$ cat src/rtl/rfm_pkg.sv
package rfm_pkg;

    typedef enum logic [2:0] {
        ST_CLEAR   = 3'd0,
        ST_LOADREF = 3'd1,
        ST_RELOAD  = 3'd2,
        ST_XOR     = 3'd3,
        ST_DWELL   = 3'd4
    } rfm_state_e;

endpackage

$ cat src/rtl/rfm_regfile.sv
module rfm_regfile #(
    parameter int DW    = 8,
    parameter int NREGS = 32,
    parameter int AW    = 5
) (
    input  logic          clk,
    input  logic          clr,
    input  logic          we,
    input  logic [AW-1:0] waddr,
    input  logic [DW-1:0] wdata,
    input  logic          inj_en,
    input  logic [AW-1:0] inj_addr,
    input  logic [DW-1:0] inj_mask,
    input  logic [AW-1:0] raddr_a,
    output logic [DW-1:0] rdata_a,
    input  logic [AW-1:0] raddr_b,
    output logic [DW-1:0] rdata_b
);

    logic [DW-1:0] mem [NREGS];

    for (genvar i = 0; i < NREGS; i++) begin : g_reg
        logic [DW-1:0] q;
        logic [DW-1:0] base;
        logic [DW-1:0] flip;

        // the controller write is taken first; an upset lands on top of it
        assign base = (we && waddr == AW'(i)) ? wdata : q;
        assign flip = (inj_en && inj_addr == AW'(i)) ? inj_mask : '0;

        always_ff @(posedge clk) begin
            if (clr) q <= '0;
            else     q <= base ^ flip;
        end

        assign mem[i] = q;
    end

    assign rdata_a = mem[raddr_a];
    assign rdata_b = mem[raddr_b];

endmodule

$ cat src/rtl/rfm_sequencer.sv
module rfm_sequencer
    import rfm_pkg::*;
#(
    parameter int              DW      = 8,
    parameter int              AW      = 5,
    parameter int              FIRST   = 16,
    parameter int              LAST    = 24,
    parameter int              REF     = 25,
    parameter int              DWELL   = 4,
    parameter logic [DW-1:0]   PATTERN = '0
) (
    input  logic          clk,
    input  logic          rst_n,
    input  logic [DW-1:0] rd_test,
    input  logic [DW-1:0] rd_ref,
    output logic          clr,
    output logic          we,
    output logic [AW-1:0] waddr,
    output logic [DW-1:0] wdata,
    output logic [AW-1:0] idx,
    output logic          fire,
    output logic [DW-1:0] diff
);

    localparam int            CW      = (DWELL > 1) ? $clog2(DWELL) : 1;
    localparam logic [CW-1:0] CNT_END = CW'(DWELL - 1);
    localparam logic [AW-1:0] IDX_LO  = AW'(FIRST);
    localparam logic [AW-1:0] IDX_HI  = AW'(LAST);
    localparam logic [AW-1:0] IDX_REF = AW'(REF);

    rfm_state_e    state, state_nx;
    logic [AW-1:0] idx_nx;
    logic [CW-1:0] cnt, cnt_nx;

    assign diff = rd_test ^ rd_ref;

    // state register
    always_ff @(posedge clk or negedge rst_n) begin
        if (!rst_n) begin
            state <= ST_CLEAR;
            idx   <= IDX_LO;
            cnt   <= '0;
        end else begin
            state <= state_nx;
            idx   <= idx_nx;
            cnt   <= cnt_nx;
        end
    end

    // transitions
    always_comb begin
        state_nx = state;
        idx_nx   = idx;
        cnt_nx   = cnt;
        unique case (state)
            ST_CLEAR:   state_nx = ST_LOADREF;
            ST_LOADREF: state_nx = ST_RELOAD;
            ST_RELOAD:  state_nx = ST_XOR;
            ST_XOR: begin
                state_nx = ST_DWELL;
                cnt_nx   = '0;
            end
            ST_DWELL: begin
                if (cnt == CNT_END) begin
                    state_nx = ST_RELOAD;
                    idx_nx   = (idx == IDX_HI) ? IDX_LO : idx + 1'b1;
                end else begin
                    cnt_nx = cnt + 1'b1;
                end
            end
            default:    state_nx = ST_CLEAR;
        endcase
    end

    // outputs
    always_comb begin
        clr   = 1'b0;
        we    = 1'b0;
        waddr = idx;
        wdata = PATTERN;
        fire  = 1'b0;
        unique case (state)
            ST_CLEAR:   clr = 1'b1;
            ST_LOADREF: begin
                we    = 1'b1;
                waddr = IDX_REF;
            end
            ST_RELOAD:  we = 1'b1;
            ST_XOR: begin
                we    = 1'b1;
                wdata = diff;
                fire  = 1'b1;
            end
            ST_DWELL:   ;
            default:    ;
        endcase
    end

endmodule

$ cat src/rtl/rfm_classifier.sv
module rfm_classifier #(
    parameter int DW    = 8,
    parameter int AW    = 5,
    parameter int FIRST = 16,
    parameter int LAST  = 24,
    parameter int NT    = LAST - FIRST + 1
) (
    input  logic          clk,
    input  logic          rst_n,
    input  logic          fire,
    input  logic [AW-1:0] idx,
    input  logic [DW-1:0] diff,
    output logic [DW-1:0] diff_out,
    output logic [AW-1:0] shown_idx,
    output logic          upd_stb,
    output logic [NT-1:0] err_flags,
    output logic          persist_ref,
    output logic          transient_seen
);

    localparam logic [AW-1:0] IDX_LO = AW'(FIRST);
    localparam logic [AW-1:0] IDX_HI = AW'(LAST);

    logic [NT-1:0] hit;
    logic [NT-1:0] prev_nz;
    logic          nz;
    logic          pass_all;
    logic          pass_all_nx;
    logic          clears;

    for (genvar k = 0; k < NT; k++) begin : g_hit
        assign hit[k] = fire && (idx == AW'(FIRST + k));
    end

    assign nz          = |diff;
    assign pass_all_nx = (idx == IDX_LO) ? nz : (pass_all & nz);
    assign clears      = |(hit & prev_nz) && !nz;

    always_ff @(posedge clk or negedge rst_n) begin
        if (!rst_n) begin
            diff_out       <= '0;
            shown_idx      <= IDX_LO;
            upd_stb        <= 1'b0;
            err_flags      <= '0;
            prev_nz        <= '0;
            pass_all       <= 1'b0;
            persist_ref    <= 1'b0;
            transient_seen <= 1'b0;
        end else begin
            upd_stb <= fire;
            if (fire) begin
                diff_out  <= diff;
                shown_idx <= idx;
                pass_all  <= pass_all_nx;
                if (idx == IDX_HI) persist_ref <= pass_all_nx;
                if (clears) transient_seen <= 1'b1;
                for (int k = 0; k < NT; k++) begin
                    if (hit[k]) begin
                        prev_nz[k] <= nz;
                        if (nz) err_flags[k] <= 1'b1;
                    end
                end
            end
        end
    end

endmodule

$ cat src/rtl/rfm_monitor.sv
module rfm_monitor #(
    parameter int            DW      = 8,
    parameter int            NREGS   = 32,
    parameter int            FIRST   = 16,
    parameter int            LAST    = 24,
    parameter int            REF     = 25,
    parameter int            DWELL   = 4,
    parameter logic [DW-1:0] PATTERN = '0,
    localparam int           AW      = $clog2(NREGS),
    localparam int           NT      = LAST - FIRST + 1
) (
    input  logic          clk,
    input  logic          rst_n,
    input  logic          inj_en,
    input  logic [AW-1:0] inj_sel,
    input  logic [DW-1:0] inj_mask,
    output logic [DW-1:0] diff_out,
    output logic [AW-1:0] shown_idx,
    output logic          upd_stb,
    output logic [NT-1:0] err_flags,
    output logic          persist_ref,
    output logic          transient_seen
);

    logic          clr, we, fire;
    logic [AW-1:0] waddr, idx;
    logic [DW-1:0] wdata, rd_test, rd_ref, diff;

    rfm_regfile #(.DW(DW), .NREGS(NREGS), .AW(AW)) u_rf (
        .clk      (clk),
        .clr      (clr),
        .we       (we),
        .waddr    (waddr),
        .wdata    (wdata),
        .inj_en   (inj_en),
        .inj_addr (inj_sel),
        .inj_mask (inj_mask),
        .raddr_a  (idx),
        .rdata_a  (rd_test),
        .raddr_b  (AW'(REF)),
        .rdata_b  (rd_ref)
    );

    rfm_sequencer #(
        .DW(DW), .AW(AW), .FIRST(FIRST), .LAST(LAST), .REF(REF),
        .DWELL(DWELL), .PATTERN(PATTERN)
    ) u_seq (
        .clk     (clk),
        .rst_n   (rst_n),
        .rd_test (rd_test),
        .rd_ref  (rd_ref),
        .clr     (clr),
        .we      (we),
        .waddr   (waddr),
        .wdata   (wdata),
        .idx     (idx),
        .fire    (fire),
        .diff    (diff)
    );

    rfm_classifier #(
        .DW(DW), .AW(AW), .FIRST(FIRST), .LAST(LAST), .NT(NT)
    ) u_cls (
        .clk            (clk),
        .rst_n          (rst_n),
        .fire           (fire),
        .idx            (idx),
        .diff           (diff),
        .diff_out       (diff_out),
        .shown_idx      (shown_idx),
        .upd_stb        (upd_stb),
        .err_flags      (err_flags),
        .persist_ref    (persist_ref),
        .transient_seen (transient_seen)
    );

endmodule

$ cat config.mk
export PLATFORM = sky130hd
export DESIGN_NAME = rfm_monitor
export DESIGN_NICKNAME = d
export VERILOG_FILES = /design/src/rtl/rfm_pkg.sv /design/src/rtl/rfm_regfile.sv /design/src/rtl/rfm_sequencer.sv /design/src/rtl/rfm_classifier.sv /design/src/rtl/rfm_monitor.sv
export SDC_FILE = /design/constraint.sdc
export NUM_CORES = 1
export LEC_CHECK = 0
export BUFFER_PORTS_ARGS = -buffer_cell sky130_fd_sc_hd__buf_2
export CORE_MARGIN = 2
export CORE_UTILIZATION = 40
export DETAILED_ROUTE_END_ITERATION = 8
export PLACE_DENSITY_LB_ADDON = 0.15
export SYNTH_ARGS = -nofsm -noshare
export SYNTH_HDL_FRONTEND = slang
export SYNTH_SLANG_ARGS = --single-unit
$ cat constraint.sdc
create_clock -name clk -period 4.2 [get_ports clk]
set_clock_uncertainty 0.1 [all_clocks]
set_input_delay 0.21 -clock clk [delete_from_list [all_inputs] [get_ports clk]]
set_output_delay 0.21 -clock clk [all_outputs]
set_load 0.05 [all_outputs]
==> metrics.txt, run 1 <==
status=finished, final reports clean; P per Cell Area=512 nW/um^2; Hold Path Class=in -> reg; via/cell ratio=5.65; EDFF count, synth=0; FF+latch count, synth=301; worst-path fanout max=21; DRT antenna net count=0; mean area per synthesized cell=8.33 um^2; Max Cap Viol=0; buffers and inverters on the worst path=0; CP top delay family=multiplexers; Async SR Flop Fraction=15.0%; CP max stage delay=0.76 ns; design area=18,900 um^2; peak supply drop=0.382 mV; sequential share of power=41.8%; leakage power=0.00873 uW; vias in the first global route=13.9k; RSZ-0062 raised after global routing=no; Most common cell on crit path=o22ai_1; Ports=41; clk_lat worst skew=0.55 ns; CTS tree=built; Post-CTS Setup Repair Bufs=0; CP Capture Type=flip-flop; Comb pwr share=26.9%; Die Wd=211 um; WP data required=4.53 ns; Iteration-0 DRC Markers=1,365; GR Overflow Total=0; first-pass GRT wire length=87,800 um; CTS clk-pin slew, worst paths=0.06 ns; CP Data Arrival Time=4.02 ns; Fillers=4,068; crit share post-route=88.0%; Area after DPL=17,800 um^2; initial antenna violation count=0; first drt pass iteration count=5; synth warn=0; DP HPWL=36,500 um; share of cells above drive strength 1=9.86%; Seq/Total Area, Yosys=36.6%; CTS buffer count=37; gpl congestion=0.955; crit path cell chain=mux4_2 > mux2i_1 > o22ai_1 > nor4_2 > o22ai_1 > or3_1 > mux2_2; largest net degree at the start of global routing=157; Core Footprint=42,000 um^2; Startpoint Class=flip-flop; ANT cells=0; crit path time final=3.69 ns; port bufs=40; final setup violation count=0; DRC viols=0; Yosys top cell by area=dfxtp_1; Top FF cell, synth=dfxtp_1; CP max-delay cell=dfrtp_2; Cell Rows=75; Final Hold Fails=0; aggregate routed wire length=57,200 um; initial core utilization=40.7%; die area=44,400 um^2; maximum clock rate=0.271 GHz; layout overhead on the synthesized area=10.3%; Synth top area share=30.0%; via count=14.6k; Syn Std Cell Area=17,100 um^2; CTS root buf=clkbuf_16; Slew Limit Fails=0; Internal=6420 uW; Die Y=211 um; Post-Synthesis Cells=2,051; GRT Total Usage=25.8%; clk buf depth=3; Nets=2,039; worst slew pin tran=1.19 ns; syn_nets=2,072; worst rel slew slack=20.8%; Clk pwr share=31.3%; WL/cell=22.2 um; Setup TNS=0 ns; switching fraction of total power=33.5%; clk sinks=301; critical path type=reg -> reg; Synth area leaders=dfxtp_1 (30%), mux2i_1 (11%), nand2_1 (10%), xnor2_1 (7.0%), nor2_1 (6.7%); Switching Power=3230 uW; CTS H-tree depth=2; Unique masters post-synth=54
-- repair_timing --
item / in CTS / in global routing
hold buffers: 1 / 0
resized for setup: 0 / 0
hold endpoints to repair: 43 / 0
-- worst min-delay path: cells and delay by family --
kind	cells	cell delay [ns]
AND/OR/NAND/NOR	2	0.25
XOR/XNOR	1	0.06
buffers and inverters	1	0.35
-- flip-flops by register name (all words and copies together), names as in the netlist, 2 cells and up --
register and flops:
u_rf.g.q 256, u_cls.err_flags 9, u_cls.prev_nz 9, u_cls.diff_out 8
u_cls.shown_idx 5, u_seq.idx 5, u_seq.state 3, u_seq.cnt 2
-- cell usage in the layout, fill, tap and decap left out, types with 8 or more instances in the layout --
master     synthesis  routed
nand2_1          468     468
nor2_1           305     305
dfxtp_1          256     256
mux2i_1          193     193
xnor2_1          137     133
o31ai_1          124     124
xor2_1           124     124
buf_4              2      49
dfrtp_1           43      41
buf_2             22      40
clkbuf_16          0      37
mux4_2            34      34
nand3_1           30      30
a22oi_1           20      20
a21oi_1           17      17
o21ai_0           15      15
nor3_1            16      13
clkbuf_1         129      13
mux2_2            10      10
nand4_1            8       8
a21o_1             8       8
-- path summary, 6_finish.rpt --
path / from / to / slack, ns / cells past startpoint
max: u_seq.idx[0] / u_cls.prev_nz[8] / 0.51 / 7
min reg2reg: u_cls.err_flags[0] / u_cls.err_flags[0] / 0.35 / 1
min: inj_mask[7] / u_rf.g_reg[30].q[7] / 0.27 / 4
max in group asynchronous: rst_n / u_seq.idx[1] / 2.95 / 2
min in group asynchronous: rst_n / u_seq.cnt[1] / 0.30 / 2
max reg2reg: u_seq.idx[0] / u_cls.prev_nz[8] / 0.51 / 7
-- cell type report --
cell class                 instances  area [um^2]  area share [%]
inverter                           7         26.3           0.139
clock buffer                      55         1040            5.53
sequential                       301         6260            33.2
tap                              539          674            3.58
multi-input combinational       1578        10200            53.9
timing repair buffer              93          638            3.38
clock inverter                     5         50.0           0.265
-- per-layer routing --
layer / routed length [um] / track usage, % / vias to the layer above
met3: 3790 / 4.55 / 114
met2: 25400 / 39.9 / 487
met4: 1870 / 8.84 / 0
met1: 26100 / 36.4 / 7174
li1: - / - / 6785
met5: 0 / 0 / -
-- logic make-up after synthesis --
| group | share of synthesized area, % |
|---|---|
| compound gates | 9.05 |
| buf+inv | 4.27 |
| flops | 36.6 |
| mux | 16.4 |
| xor+xnor | 13.4 |
| simple gates | 19.9 |
| fa+ha+maj | 0.366 |
-- power groups by stage --
stage / logic [uW] / registers (uW) / clock network, uW
after floorplan: 1840 / 3960 / 0
after global placement: 2480 / 4070 / 0
after detailed placement: 2560 / 4070 / 0
after CTS: 2570 / 4020 / 3080
after global routing: 2830 / 4100 / 3190
final: 2600 / 4030 / 3020
-- cell usage after synthesis, drive strengths merged (4+ instances only) --
master,number
nand2,468
nor2,305
dfxtp,256
mux2i,193
xnor2,137
clkbuf,129
o31ai,124
xor2,124
dfrtp,43
buf,36
mux4,34
nand3,30
a22oi,20
a21oi,17
nor3,17
o21ai,17
mux2,10
a31o,9
a21o,8
nand4,8
nand2b,7
o22ai,7
inv,6
nor2b,6
ha,5
or3,4
-- per-stage QoR --
step	hold WS, ns	std cells	utilization, %	total power (uW)	setup slack (ns)
floorplan	-0.186	2051	-	5800	1.20
global placement	0.336	2517	42.2	6550	0.557
detailed placement	0.343	2517	42.2	6630	0.524
CTS	0.271	2578	44.9	9670	0.501
global route	0.308	2578	44.9	10100	0.265
finish	0.272	2578	44.9	9650	0.506
Note: power is estimated with default switching activity, not from simulation.
==> run 2: changes to the inputs <==
--- a/config.mk
+++ b/config.mk
@@ -6,6 +6,8 @@
 export NUM_CORES = 1
 export LEC_CHECK = 0
 export BUFFER_PORTS_ARGS = -buffer_cell sky130_fd_sc_hd__buf_2
+export CELL_PAD_IN_SITES_DETAIL_PLACEMENT = 0
+export CELL_PAD_IN_SITES_GLOBAL_PLACEMENT = 1
 export CORE_MARGIN = 2
 export CORE_UTILIZATION = 40
 export DETAILED_ROUTE_END_ITERATION = 8
==> run 2 against run 1 <==
Against the previous run: wire length grew 2.3%; critical endpoint is now u_cls.prev_nz[4]; non-clock buffer count shrank 6; clock power grew 9.3%; core utilization grew 0.27 points; final cell count is essentially flat; cell area grew 0.60%; largest cell class unchanged.
==> metrics.txt, run 2 (same netlist as run 1, synthesis figures left out) <==
port bufs=40; share of cells above drive strength 1=9.91%; Biggest register=u_rf.g.q; clk_lat worst skew=0.57 ns; Max Used Layer=met4; CP Data Arrival Time=4.08 ns; initial core utilization=40.7%; GR Overflow Total=0; Iteration-0 DRC Markers=1,306; Core Footprint=42,000 um^2; largest net degree at the start of global routing=129; PostCTS Resize Cnt=0; WL/cell=22.7 um; DRT antenna net count=0; final setup violation count=0; crit path time final=3.73 ns; layout overhead on the synthesized area=11.0%; Ports=41; CP max-delay cell=dfrtp_4; via/cell ratio=5.58; CP max stage delay=0.81 ns; commonest non-fill, non-tap cell in the layout=nand2_1; worst rel slew slack=25.4%; crit share post-route=88.8%; met1 WL=26,500 um; worst slew pin tran=1.12 ns; design area=19,000 um^2; CTS H-tree depth=2; most frequent cells in the layout=nand2_1 (468), nor2_1 (305), dfxtp_1 (256), mux2i_1 (193), xnor2_1 (133); DP HPWL=37,200 um; Die Y=211 um; Cell Rows=75; CTS buffer count=37; status=finished, final reports clean; DRC viols=0; die area=44,400 um^2; met3 WL post-DR=3620 um; first-pass GRT wire length=89,600 um; peak supply drop=0.336 mV; CP Capture Type=flip-flop; clk sinks=301; RSZ-0062 raised after global routing=no; Area after DPL=17,700 um^2; CTS tree=built; leakage power=0.00877 uW; CTS clk-pin slew, worst paths=0.06 ns; Slew Limit Fails=0; Die Wd=211 um; Setup TNS=0 ns; Startpoint Class=flip-flop; GRT Total Usage=26.6%; Final Hold Fails=0; initial antenna violation count=0; CTS root buf=clkbuf_16; via count=14.4k; WP data required=4.55 ns; ANT cells=0; clk buf depth=3; aggregate routed wire length=58,400 um; gpl congestion=0.889; vias in the first global route=14.1k; Hold Path Class=in -> reg; P per Cell Area=521 nW/um^2; maximum clock rate=0.268 GHz; first drt pass iteration count=5; Nets=2,033; Max Cap Viol=0; worst hold path cell count=4; max reg flops=256; r2r worst-path depth=9; crit path cell chain=buf_12 > mux4_2 > mux2i_1 > o22ai_1 > nor4_2 > o22ai_1 > or3_1 > buf_4 > mux2_2; worst-path fanout max=30; critical path type=reg -> reg; top flop regs=u_rf.g.q: 256 flops, u_cls.err_flags: 9 flops, u_cls.prev_nz: 9 flops; metal2 WL=26,800 um; Most common cell on crit path=o22ai_1
## run 2: changes by cell type in the layout (fill, tap and decap cells not counted), sizes merged
cell,previous run,this run
buf,92,86
clkinv,5,8
bufinv,1,3
clkbuf,55,54
inv,6,7
## run 2: worst max-delay path, delay by kind of cell (launching register included)
kind | cells | cell delay, ns
AOI/OAI and AO/OA | 2 | 0.36
buffers and inverters | 2 | 0.55
DFF | 1 | 0.81
muxes | 3 | 0.89
and+or+nand+nor | 2 | 0.85
## run 2: what timing repair did
action                                 in CTS  in global routing
endpoints found under the hold margin      43                  0
setup endpoints to repair                   0                  0
buffers inserted                            0                  0
hold buffers                                1                  0
## run 2: cell type report
cell class,instances,area (um^2)
Sequential cell,301,6260
Timing Repair Buffer,87,631
Clock inverter,11,133
Clock buffer,54,1080
Multi-Input combinational cell,1578,10200
Tap cell,539,674
Fill cell,4155,23100
Inverter,7,26.3
## run 2: routing by layer
metal	vias up	GRT usage, %
li1	6784	-
met1	7071	36.1
met2	443	42.6
met3	93	4.98
met4	0	8.64
met5	-	0
## run 2: path summary, 6_finish.rpt
kind	from	slack (ns)	to
min in group asynchronous	rst_n	0.31	u_cls.err_flags[7]
worst max-delay path	u_seq.idx[1]	0.47	u_cls.prev_nz[4]
worst min-delay path	inj_mask[5]	0.26	u_rf.g_reg[18].q[5]
worst min register to register	u_cls.err_flags[6]	0.35	u_cls.err_flags[6]
max in group asynchronous	rst_n	2.88	u_seq.idx[1]
worst max register to register	u_seq.idx[1]	0.47	u_cls.prev_nz[4]
## run 2: where the power goes
part	leakage [uW]	internal (uW)	switching (uW)
clock network	0.000600	1970	1330
registers	0.00271	3590	411
logic	0.00547	1080	1500
## run 2: metrics by stage
step | setup WS (ns) | instances | hold WS [ns] | power [uW] | util (%)
global route | 0.363 | 2577 | 0.272 | 10400 | 45.1
CTS | 0.477 | 2577 | 0.228 | 9930 | 45.1
finish | 0.469 | 2577 | 0.259 | 9870 | 45.1
detailed placement | 0.512 | 2511 | 0.345 | 6610 | 42.2
global placement | 0.539 | 2511 | 0.346 | 6540 | 42.2
floorplan | 1.20 | 2051 | -0.186 | 5800 | -
